--- src/rtl/ftc_pkg.sv ---
package ftc_pkg;
  localparam int WORD_W = 16;

  typedef enum logic [1:0] {
    OP_IDLE  = 2'd0,
    OP_PROG  = 2'd1,
    OP_ERASE = 2'd2
  } ftc_op_e;

  // strobes from control to datapath, valid for the current cycle
  typedef struct packed {
    logic doRead;     // capture addressed byte into latch
    logic doHoldWr;   // latch -> holding byte
    logic doInc;      // post-increment pointer
    logic capBase;    // freeze commit base address
    logic wrArray;    // drive an array word write
    logic eraseSel;   // current commit is an erase
    logic rearmHold;  // refill holding bytes with ones
  } ftc_strobe_t;
endpackage

--- src/rtl/ftc_ctrl.sv ---
module ftc_ctrl
  import ftc_pkg::*;
#(
  parameter int HOLD_BYTES   = 8,
  parameter int ERASE_BYTES  = 64,
  parameter int PROG_CYCLES  = 16,
  parameter int ERASE_CYCLES = 40
) (
  input  logic                                 clk,
  input  logic                                 rstN,
  input  logic                                 rdReq,
  input  logic                                 wrReq,
  input  logic                                 postInc,
  input  logic                                 progReq,
  input  logic                                 eraseReq,
  output ftc_strobe_t                          strobe,
  output logic [$clog2(ERASE_BYTES/2)-1:0]     wordIdx,
  output logic                                 stall,
  output logic                                 done
);
  localparam int HOLD_WORDS  = HOLD_BYTES / 2;
  localparam int ERASE_WORDS = ERASE_BYTES / 2;
  localparam int IDX_W       = $clog2(ERASE_WORDS);
  localparam int MAX_CYC     = (PROG_CYCLES > ERASE_CYCLES) ? PROG_CYCLES : ERASE_CYCLES;
  localparam int CNT_W       = $clog2(MAX_CYC + 1);

  ftc_op_e          opQ;
  logic [CNT_W-1:0] cnt;
  logic             rdPend;
  logic             pendInc;
  logic             doneQ;

  logic idle, readNow, incSel, lastCyc, writeCyc;

  always_comb begin
    idle     = (opQ == OP_IDLE);
    readNow  = idle && (rdReq || rdPend);
    incSel   = rdPend ? pendInc : postInc;
    lastCyc  = ((opQ == OP_PROG)  && (cnt == CNT_W'(PROG_CYCLES - 1))) ||
               ((opQ == OP_ERASE) && (cnt == CNT_W'(ERASE_CYCLES - 1)));
    writeCyc = ((opQ == OP_PROG)  && (cnt < CNT_W'(HOLD_WORDS))) ||
               ((opQ == OP_ERASE) && (cnt < CNT_W'(ERASE_WORDS)));

    strobe           = '0;
    strobe.doRead    = readNow;
    strobe.doHoldWr  = idle && wrReq && !readNow;
    strobe.doInc     = readNow ? incSel : (idle && wrReq && postInc);
    strobe.capBase   = idle && (progReq || eraseReq);
    strobe.wrArray   = writeCyc;
    strobe.eraseSel  = (opQ == OP_ERASE);
    strobe.rearmHold = (opQ == OP_PROG) && lastCyc;

    wordIdx = cnt[IDX_W-1:0];
    stall   = !idle;
    done    = doneQ;
  end

  always_ff @(posedge clk or negedge rstN) begin
    if (!rstN) begin
      opQ     <= OP_IDLE;
      cnt     <= '0;
      rdPend  <= 1'b0;
      pendInc <= 1'b0;
      doneQ   <= 1'b0;
    end else begin
      doneQ <= 1'b0;
      if (idle) begin
        cnt    <= '0;
        rdPend <= 1'b0;
        if (eraseReq)     opQ <= OP_ERASE;
        else if (progReq) opQ <= OP_PROG;
      end else begin
        if (rdReq) begin
          rdPend  <= 1'b1;
          pendInc <= postInc;
        end
        if (lastCyc) begin
          opQ   <= OP_IDLE;
          cnt   <= '0;
          doneQ <= 1'b1;
        end else begin
          cnt <= cnt + 1'b1;
        end
      end
    end
  end
endmodule

--- src/rtl/ftc_datapath.sv ---
module ftc_datapath
  import ftc_pkg::*;
#(
  parameter int PTR_W       = 12,
  parameter int HOLD_BYTES  = 8,
  parameter int ERASE_BYTES = 64
) (
  input  logic                                 clk,
  input  logic                                 rstN,
  input  ftc_strobe_t                          strobe,
  input  logic [$clog2(ERASE_BYTES/2)-1:0]     wordIdx,
  input  logic                                 ptrLoad,
  input  logic [PTR_W-1:0]                     ptrIn,
  input  logic                                 latchLoad,
  input  logic [7:0]                           latchIn,
  output logic [PTR_W-1:0]                     ptrOut,
  output logic [7:0]                           latchOut,
  output logic [PTR_W-2:0]                     memAddr,
  input  logic [WORD_W-1:0]                    memRdata,
  output logic                                 memWe,
  output logic [WORD_W-1:0]                    memWdata
);
  localparam int HOLD_LOG  = $clog2(HOLD_BYTES);
  localparam int ERASE_LOG = $clog2(ERASE_BYTES);
  localparam int HWI_W     = HOLD_LOG - 1;

  logic [PTR_W-1:0] ptrQ;
  logic [PTR_W-1:0] baseQ;
  logic [7:0]       latchQ;
  logic [7:0]       holdQ [HOLD_BYTES];

  logic [HWI_W-1:0]  holdWordSel;
  logic [WORD_W-1:0] holdWord;
  logic [7:0]        rdByte;

  always_comb begin
    holdWordSel = wordIdx[HWI_W-1:0];
    holdWord    = {holdQ[{holdWordSel, 1'b1}], holdQ[{holdWordSel, 1'b0}]};
    rdByte      = ptrQ[0] ? memRdata[15:8] : memRdata[7:0];

    if (strobe.wrArray) begin
      if (strobe.eraseSel) memAddr = {baseQ[PTR_W-1:ERASE_LOG], wordIdx};
      else                 memAddr = {baseQ[PTR_W-1:HOLD_LOG], holdWordSel};
    end else begin
      memAddr = ptrQ[PTR_W-1:1];
    end
    memWe    = strobe.wrArray;
    memWdata = strobe.eraseSel ? '1 : (memRdata & holdWord);
    ptrOut   = ptrQ;
    latchOut = latchQ;
  end

  always_ff @(posedge clk or negedge rstN) begin
    if (!rstN) begin
      ptrQ   <= '0;
      baseQ  <= '0;
      latchQ <= '0;
    end else begin
      if (ptrLoad)           ptrQ <= ptrIn;
      else if (strobe.doInc) ptrQ <= ptrQ + 1'b1;
      if (strobe.capBase)    baseQ <= ptrQ;
      if (strobe.doRead)     latchQ <= rdByte;
      else if (latchLoad)    latchQ <= latchIn;
    end
  end

  for (genvar g = 0; g < HOLD_BYTES; g++) begin : g_hold
    always_ff @(posedge clk or negedge rstN) begin
      if (!rstN)                 holdQ[g] <= 8'hFF;
      else if (strobe.rearmHold) holdQ[g] <= 8'hFF;
      else if (strobe.doHoldWr && (ptrQ[HOLD_LOG-1:0] == HOLD_LOG'(g)))
        holdQ[g] <= latchQ;
    end
  end
endmodule

--- src/rtl/flash_table_ctrl.sv ---
module flash_table_ctrl
  import ftc_pkg::*;
#(
  parameter int PTR_W        = 12,
  parameter int HOLD_BYTES   = 8,
  parameter int ERASE_BYTES  = 64,
  parameter int PROG_CYCLES  = 16,
  parameter int ERASE_CYCLES = 40
) (
  input  logic              clk,
  input  logic              rstN,
  input  logic              ptrLoad,
  input  logic [PTR_W-1:0]  ptrIn,
  input  logic              postInc,
  input  logic              rdReq,
  input  logic              wrReq,
  input  logic              latchLoad,
  input  logic [7:0]        latchIn,
  input  logic              progReq,
  input  logic              eraseReq,
  output logic [7:0]        latchOut,
  output logic [PTR_W-1:0]  ptrOut,
  output logic              fetchStall,
  output logic              done,
  output logic [PTR_W-2:0]  memAddr,
  input  logic [15:0]       memRdata,
  output logic              memWe,
  output logic [15:0]       memWdata
);
  localparam int IDX_W = $clog2(ERASE_BYTES / 2);

  ftc_strobe_t      strobe;
  logic [IDX_W-1:0] wordIdx;

  ftc_ctrl #(
    .HOLD_BYTES(HOLD_BYTES), .ERASE_BYTES(ERASE_BYTES),
    .PROG_CYCLES(PROG_CYCLES), .ERASE_CYCLES(ERASE_CYCLES)
  ) i_ctrl (
    .clk(clk), .rstN(rstN), .rdReq(rdReq), .wrReq(wrReq), .postInc(postInc),
    .progReq(progReq), .eraseReq(eraseReq), .strobe(strobe), .wordIdx(wordIdx),
    .stall(fetchStall), .done(done)
  );

  ftc_datapath #(
    .PTR_W(PTR_W), .HOLD_BYTES(HOLD_BYTES), .ERASE_BYTES(ERASE_BYTES)
  ) i_dp (
    .clk(clk), .rstN(rstN), .strobe(strobe), .wordIdx(wordIdx),
    .ptrLoad(ptrLoad), .ptrIn(ptrIn), .latchLoad(latchLoad), .latchIn(latchIn),
    .ptrOut(ptrOut), .latchOut(latchOut), .memAddr(memAddr), .memRdata(memRdata),
    .memWe(memWe), .memWdata(memWdata)
  );
endmodule

--- config.mk ---
export PLATFORM = sky130hd
export DESIGN_NAME = flash_table_ctrl
export DESIGN_NICKNAME = d
export VERILOG_FILES = /design/src/rtl/ftc_pkg.sv /design/src/rtl/ftc_ctrl.sv /design/src/rtl/ftc_datapath.sv /design/src/rtl/flash_table_ctrl.sv
export SDC_FILE = /design/constraint.sdc
export NUM_CORES = 1
export LEC_CHECK = 0
export ABC_AREA = 1
export BUFFER_PORTS_ARGS = -buffer_cell sky130_fd_sc_hd__buf_2
export CAP_MARGIN = 0
export CORE_UTILIZATION = 35
export DETAILED_ROUTE_END_ITERATION = 16
export PLACE_DENSITY = 0.53
export SLEW_MARGIN = 10
export SYNTH_ARGS = -nofsm -noshare
export SYNTH_HDL_FRONTEND = slang
export SYNTH_SLANG_ARGS = --single-unit
--- constraint.sdc ---
create_clock -name clk -period 1.8 [get_ports clk]
set_clock_uncertainty 0.1 [all_clocks]
set_input_delay 0.36 -clock clk [delete_from_list [all_inputs] [get_ports clk]]
set_output_delay 0.36 -clock clk [all_outputs]
set_load 0.005 [all_outputs]
**Yosys cells after proc, flatten, opt, wreduce, memory -nomap -nowiden**

Cells that the tools add are included.
Widths: inputs -> output; s select.

- Add/sub/neg operators: 2
- Multiply operators: 0
- Divide/modulo/power cells: 0
- Magnitude comparators: 4
- Equal/unequal tests: 12
- Shifts and indexed selects: 0
- Mux-type cells: 42
- Bitwise logic cells: 4
- Reductions and logical operators: 40

Operators by type and width:

| operator | number |
|---|---|
| $mux 8 | 23 |
| $bmux 8 s3 | 2 |
| $mux 12 | 2 |
| $reduce_bool 2->1 | 12 |
| $logic_and 1x1->1 | 18 |
| $and 16x16->16 | 1 |
| $mux 16 | 1 |
| $add 12x1->12 const B | 1 |
| $eq 3x3->1 const B | 4 |
| $mux 6 | 2 |
| $mux 11 | 1 |
| $ge 4x4->1 const B | 2 |
| $mux 2 | 4 |
| $not 3->4 | 2 |
| $add 6x1->6 const B | 1 |
| $eq 3x2->1 const B | 2 |
| $eq 6x4->1 const B | 1 |
| $eq 6x6->1 const B | 1 |
| $lt 6x3->1 const B | 1 |
| $lt 6x6->1 const B | 1 |
| $mux 1 | 6 |
| $mux 5 | 1 |
| $logic_or 1x1->1 | 4 |
| $reduce_and 2->1 | 2 |
| 8 further kinds | 9 |

- Register bits after elaboration: 107
- Latch bits: 0
- Memory bits (writable): 0
- Bits in read-only memories: 0
- Input bits: 45
- Output and inout bits: 50
- Logic and storage cells: 120
- Memories: 0

**Longest topological paths before layout**

- Word-level depth: 7
- Mapped depth: 10
- Depth with buffers taken out: 9

**Modules after synthesis**

A second synthesis with hierarchy kept.

- Cell total of the unflattened synthesis: 682
- Area total of the unflattened synthesis: 5651.7 sq um

Modules (own cells, without submodules):

| module | instances | cells an instance | area an instance (sq um) | seq. area each (sq um) |
|---|---|---|---|---|
| ftc_datapath | 1 | 600 | 4991.0 | 2407.3 |
| ftc_ctrl | 1 | 82 | 660.6 | 275.3 |

**Worst setup path before layout**

Ideal clock, no wire load.

- Path type: reg-to-output
- From: register i_ctrl.cnt[0]
- To: output memWdata[10]
- Data arrival time: 1.191 ns
- Required time: 1.340 ns
- Path slack: 0.149 ns
- Stages on the path, launching flop included: 8
- Buffers on the path: 2
- Path through: dfrtp_1 > clkbuf_1 > inv_1 > clkbuf_1 > nand2_1 > nand3_1 > nand3_1 > nand2_1

- Longest elaborated chain between the ends: 6

Ends and longest elaborated chain:

| what | RTL line | text |
|---|---|---|
| start, declared | ftc_ctrl.sv:28 | `logic [CNT_W-1:0] cnt;` |
| start signal, assigned | ftc_ctrl.sv:82 | `cnt <= cnt + 1'b1;` |
| $not 3->4 (not written as such) | ftc_datapath.sv:38 | `holdWord = {holdQ[{holdWordSel, 1'b1}], holdQ[{holdWordSel, 1'b0}]};` |
| $bmux 8 s3 | ftc_datapath.sv:38 |  |
| $mux 8 (not written as such) (2 in a row) | ftc_datapath.sv:38 |  |
| $and 16x16->16 | ftc_datapath.sv:48 | `memWdata = strobe.eraseSel ? '1 : (memRdata & holdWord);` |
| $mux 16 | ftc_datapath.sv:48 |  |
| end, declared | flash_table_ctrl.sv:28 | `output logic [15:0] memWdata` |

No other way between the ends. The select of a mux whose other input is x is not followed.

**Final worst setup path**

- From: register i_ctrl.opQ[0]
- To: output memAddr[1]

- Longest elaborated chain between the ends: 4
- Elaborated cells between the ends (all ways): 6
- Classes of those cells: eq/ne: 2; mux: 1; reduce/logical: 3

Ends and longest elaborated chain:

| what | RTL line | text |
|---|---|---|
| start, declared | ftc_ctrl.sv:27 | `ftc_op_e opQ;` |
| start signal, assigned | ftc_ctrl.sv:60 | `opQ <= OP_IDLE;` |
| start signal, assigned | ftc_ctrl.sv:70 | `if (eraseReq) opQ <= OP_ERASE;` |
| start signal, assigned | ftc_ctrl.sv:71 | `else if (progReq) opQ <= OP_PROG;` |
| $eq 2x1->1 / $eq 2x2->1 (equally long branches) | ftc_ctrl.sv:41, ftc_ctrl.sv:42 |  |
| $logic_and 1x1->1 (on tied branches) | ftc_ctrl.sv:41, ftc_ctrl.sv:42 |  |
| $logic_or 1x1->1 * | ftc_ctrl.sv:41 | `writeCyc = ((opQ == OP_PROG) && (cnt < CNT_W'(HOLD_WORDS))) \|\|` |
| $mux 11 * | ftc_datapath.sv:41 | `if (strobe.wrArray) begin` |
| end, declared | flash_table_ctrl.sv:25 | `output logic [PTR_W-2:0] memAddr,` |

Mark *: on every way between the ends. The rest lies on a longest branch, timed or not.

==> PnR_summary.wiki <==
{| class="wikitable"
! Metric !! Value
|-
| Cts bufs inserted || 9
|-
| Width of the chip || approximately 130 µm
|-
| Violated checks || setup timing
|-
| Pins over their slew limit || 0
|-
| Largest voltage drop on the vdd net || 0.855 mV
|-
| Hold_buf cts || 0
|-
| DIE HEIGHT || approximately 130 µm
|-
| Total of warnings raised by yosys || 0
|-
| Post-synthesis sequential element count || between 100 and 150
|-
| Count of final setup violators || 93
|-
| Power density over cell area || between 1000 and 1500 mW/mm²
|-
| Number of nets in the layout || 947
|-
| Outcome || finished with violations
|-
| Startpoint type of the worst setup path || flip-flop
|-
| I/O pin cnt || 95
|-
| Total count of hold-check failures in the final report || 0
|-
| Number of buffer and inverter stages on the critical path || 3
|-
| Slowest cell delay on critical path || a little under 0.4 ns
|-
| Crit-path slowest cell || dfrtp_1
|-
| Number of cells in the finished layout apart from fillers || ~1.1k
|-
| Vias || between 5k and 6k
|-
| Hold Slack || 0.0908 ns
|-
| Async S/R FF share, synth || 100%
|-
| Post-synthesis share of cell area spent on full adders, half adders and majority gates || between 1.5 and 2%
|-
| Main synth FF type || dfstp_2
|-
| Synthesized cell area || ~0.0057 mm²
|-
| Highest-utilization routing layer at the global route stage || met2
|-
| Post-synthesis net count || a little over 800
|-
| Leading area contributor after synthesis || dfstp_2
|-
| Number of global-route vias before repair || 5230
|-
| Placed instance count || 1083
|-
| Mean area per synthesized cell || around 7.5 µm²
|-
| Clock buffer depth || 2
|-
| Worst slack at placement || between 0.06 and 0.07 ns
|-
| Global routing usage summed across all routing layers || 21.8%
|-
| Main area contributors after synthesis || dfstp_2 (30%), dfrtp_1 (18%), nand2_1 (13%), nor2_1 (12%), nand3_1 (6.6%)
|-
| Global-route track usage on met1 || between 20% and 30%
|-
| Number of cells produced by synthesis || approximately 760
|-
| Initial Util || 35.8%
|-
| Post-synthesis share of cell area spent on xor and xnor gates || less than 1%
|-
| Number of port buffers || 94
|-
| Number of antenna violations at the first check in global routing || 2
|-
| Critical path's top delay family || buffers and inverters
|-
| Type of the worst setup path || reg -> out
|-
| Clock tree root driver cell || clkbuf_16
|-
| Routed len/inst || approximately 16 µm
|-
| Total number of H-tree levels || 3
|-
| Final min period || around 2.1 ns
|-
| Share of synthesized area occupied by flip-flops and latches || a little under half
|-
| Number of enable-type register cells in the synthesized netlist || 0
|-
| Worst-Margin Slew || 0.669 ns
|-
| Critical Path Most Common Cell || nand2_2
|-
| Unrepaired setup endpoints after global routing || true
|-
| Highest net fanout along the worst path || 6
|-
| Non-Filler Cell Area, Final || a little over 0.008 mm²
|-
| Mean number of vias per cell || a little under 5
|-
| Pleak || 3.89 nW
|-
| Fmax || about 0.47 GHz
|-
| Final RePlAce weighted congestion || around 0.80
|-
| Clock tree from TritonCTS || yes
|-
| Endpoint kind of the worst setup timing path || output pin
|-
| Multiplexer fraction of the synthesized cell area || 0%
|-
| Number of sinks on the clock net || 104
|-
| Fraction of layout instances using a drive strength above 1 || about 45%
|-
| Area growth from synthesis to layout || 43.3%
|-
| Source-to-sink clock delay at the later pin of the worst-skew pair || ~0.35 ns
|-
| Cell Chain, Critical Path || inv_2 > nand2_2 > o21ai_4 > clkbuf_16 > nand2_2 > o21ai_1 > buf_2
|-
| Number of antenna-violating nets in the routed design || 0
|-
| Number of maximum-capacitance violations || 0
|-
| Fraction of synthesized cell area taken by the top area cell type || between 20% and 30%
|-
| Number of standard-cell rows in the floorplan || between 40 and 50
|-
| Crit path required time || 1.34 ns
|-
| Synthesized-area fraction occupied by and/or/nand/nor cells || a little under two fifths
|-
| Combinational family with the most area after synthesis || simple AND/OR/NAND/NOR gates
|-
| Fin worst setup slack || -0.313 ns
|-
| Total power after layout || roughly 9.2 mW
|-
| Wire length reported by the detailed router || around 18 mm
|-
| Synth Area in Compound Gates || approximately 7.8%
|-
| Class of the worst hold path || in -> async
|-
| Layout filler cell count || roughly 1.6k
|-
| Met3 layer usage reported by global route || about 5.1%
|-
| Pre-antenna DRT Iters || 8
|-
| Std-Cell Core Area || between 0.015 and 0.02 mm²
|-
| Total grt overflow || 0
|-
| First-pass GRT wire length || around 28 mm
|-
| Worst rel slew slack || 55.4%
|-
| Distinct cell type count after synthesis || 31
|-
| Clock-pin slew reported for the worst setup and hold paths after clock tree synthesis || ~0.07 ns
|-
| Total die area || between 0.015 and 0.02 mm²
|-
| Standard cell area after detailed placement || around 0.0068 mm²
|-
| Met2 track demand over resource in global routing || roughly a third
|-
| HPWL after DPL || between 10 and 15 mm
|-
| Largest net degree at the start of global routing || 35
|-
| Data arrival at the endpoint of the critical path || about 1.7 ns
|-
| Period utilisation layout || 117%
|-
| DRC violations left || 0
|-
| Number of violations reported at the end of detailed-routing iteration 0 || around 240
|}
==> state kept, by name, summed over array words and instances (netlist names) <==
name	flops
i_dp.holdQ	64
i_ctrl.done	1
i_ctrl.rdPend	1
i_ctrl.pendInc	1
i_dp.latchOut	8
i_dp.baseQ	9
i_dp.ptrOut	12
i_ctrl.cnt	6
i_ctrl.opQ	2
==> cells in the final DEF, fill, tap and decap left out, types with 2 or more instances in the layout <==
cell,Yosys,routed
o21ai_1,3,14
inv_2,3,5
nand2_1,192,124
nor2_1,187,186
nand2_2,7,36
nand3_4,0,9
buf_16,0,3
o21ai_2,2,2
buf_6,3,7
buf_8,0,2
dfrtp_1,40,39
buf_2,5,91
ha_1,7,7
clkbuf_8,0,4
nand2_4,8,48
o22ai_2,8,8
o21ai_0,58,46
buf_12,0,19
inv_1,48,45
xor2_1,2,2
clkinv_4,0,2
nor2_4,5,5
buf_4,2,29
nand4_1,4,4
dfstp_2,64,64
nand3_1,75,25
clkbuf_16,0,11
nand3_2,1,42
or2_2,7,7
nor2_2,3,4
==> metal layers <==
metal | vias to the layer above | share of wire, %
met2 | 134 | 48
met5 | - | 0.062
met1 | 2600 | 46
li1 | 2669 | -
met3 | 14 | 5.0
met4 | 2 | 1.1
==> where the power goes <==
part	leakage [nW]	internal (mW)	switching [mW]
registers	1.16	2.66	0.255
logic	2.58	1.89	2.43
clock network	0.148	1.09	0.894
total	3.89	5.65	3.58
==> final timing paths <==
path / from / endpoint / slack (ns) / cells after the start
worst min register to register: i_dp.holdQ[6] / i_dp.holdQ[6] / 0.39 / 2
worst max register to register: i_ctrl.cnt[0] / i_dp.holdQ[32] / -0.20 / 9
worst min-delay path: rstN / i_dp.holdQ[5] / 0.09 / 1
max in group asynchronous: rstN / i_dp.holdQ[2] / 1.17 / 2
worst max-delay path: i_ctrl.opQ[0] / memAddr[1] / -0.31 / 7
min in group clk: ptrIn[3] / i_dp.ptrOut[3] / 0.16 / 3
==> what timing repair did <==
| action | in CTS | in global routing |
|---|---|---|
| hold endpoints to repair | 0 | 0 |
| setup endpoints to repair | 28 | 98 |
| setup buffers | 5 | 6 |
| cloned | 5 | 3 |
| resized for setup | 113 | 98 |
| pin swaps | 26 | 35 |
==> synth_stat cells, types with 4 or more instances <==
master	instances
clkbuf_1	15
inv_1	48
nand4_1	4
buf_2	5
or2_2	7
o22ai_2	8
dfstp_2	64
nand2_2	7
nor2_4	5
o21ai_0	58
ha_1	7
nor2_1	187
nand2_1	192
dfrtp_1	40
nand2_4	8
nand3_1	75
==> stage by stage <==
stage | util [%] | TNS [ns]
detailed placement | 42.8 | 0
floorplan | - | 0
CTS | 48.5 | -10.43
global placement | 42.8 | 0
global route | 51.2 | -25.24
finish | 51.2 | -15.39
==> cells by family (layout without fill, tap and decap cells) <==
| kind of cell | Yosys count | count (layout) |
|---|---|---|
| flops | 104 | 104 |
| fa+ha+maj | 7 | 7 |
| simple gates | 492 | 493 |
| buf+inv | 77 | 220 |
| compound gates | 74 | 74 |
| xor+xnor | 2 | 2 |
| other cells | 0 | 1 |
==> final cells by class <==
type / count / area (µm²) / share of cell area (%)
antenna: 1 / 2.50 / 0.0309
inverter: 51 / 196 / 2.42
clock buffer: 13 / 280 / 3.46
tap: 216 / 270 / 3.33
timing repair buffer: 153 / 1290 / 16.0
multi-input combinational: 576 / 3360 / 41.4
clock inverter: 3 / 22.5 / 0.278
sequential: 104 / 2680 / 33.1
(Power assumes the default switching activity.)
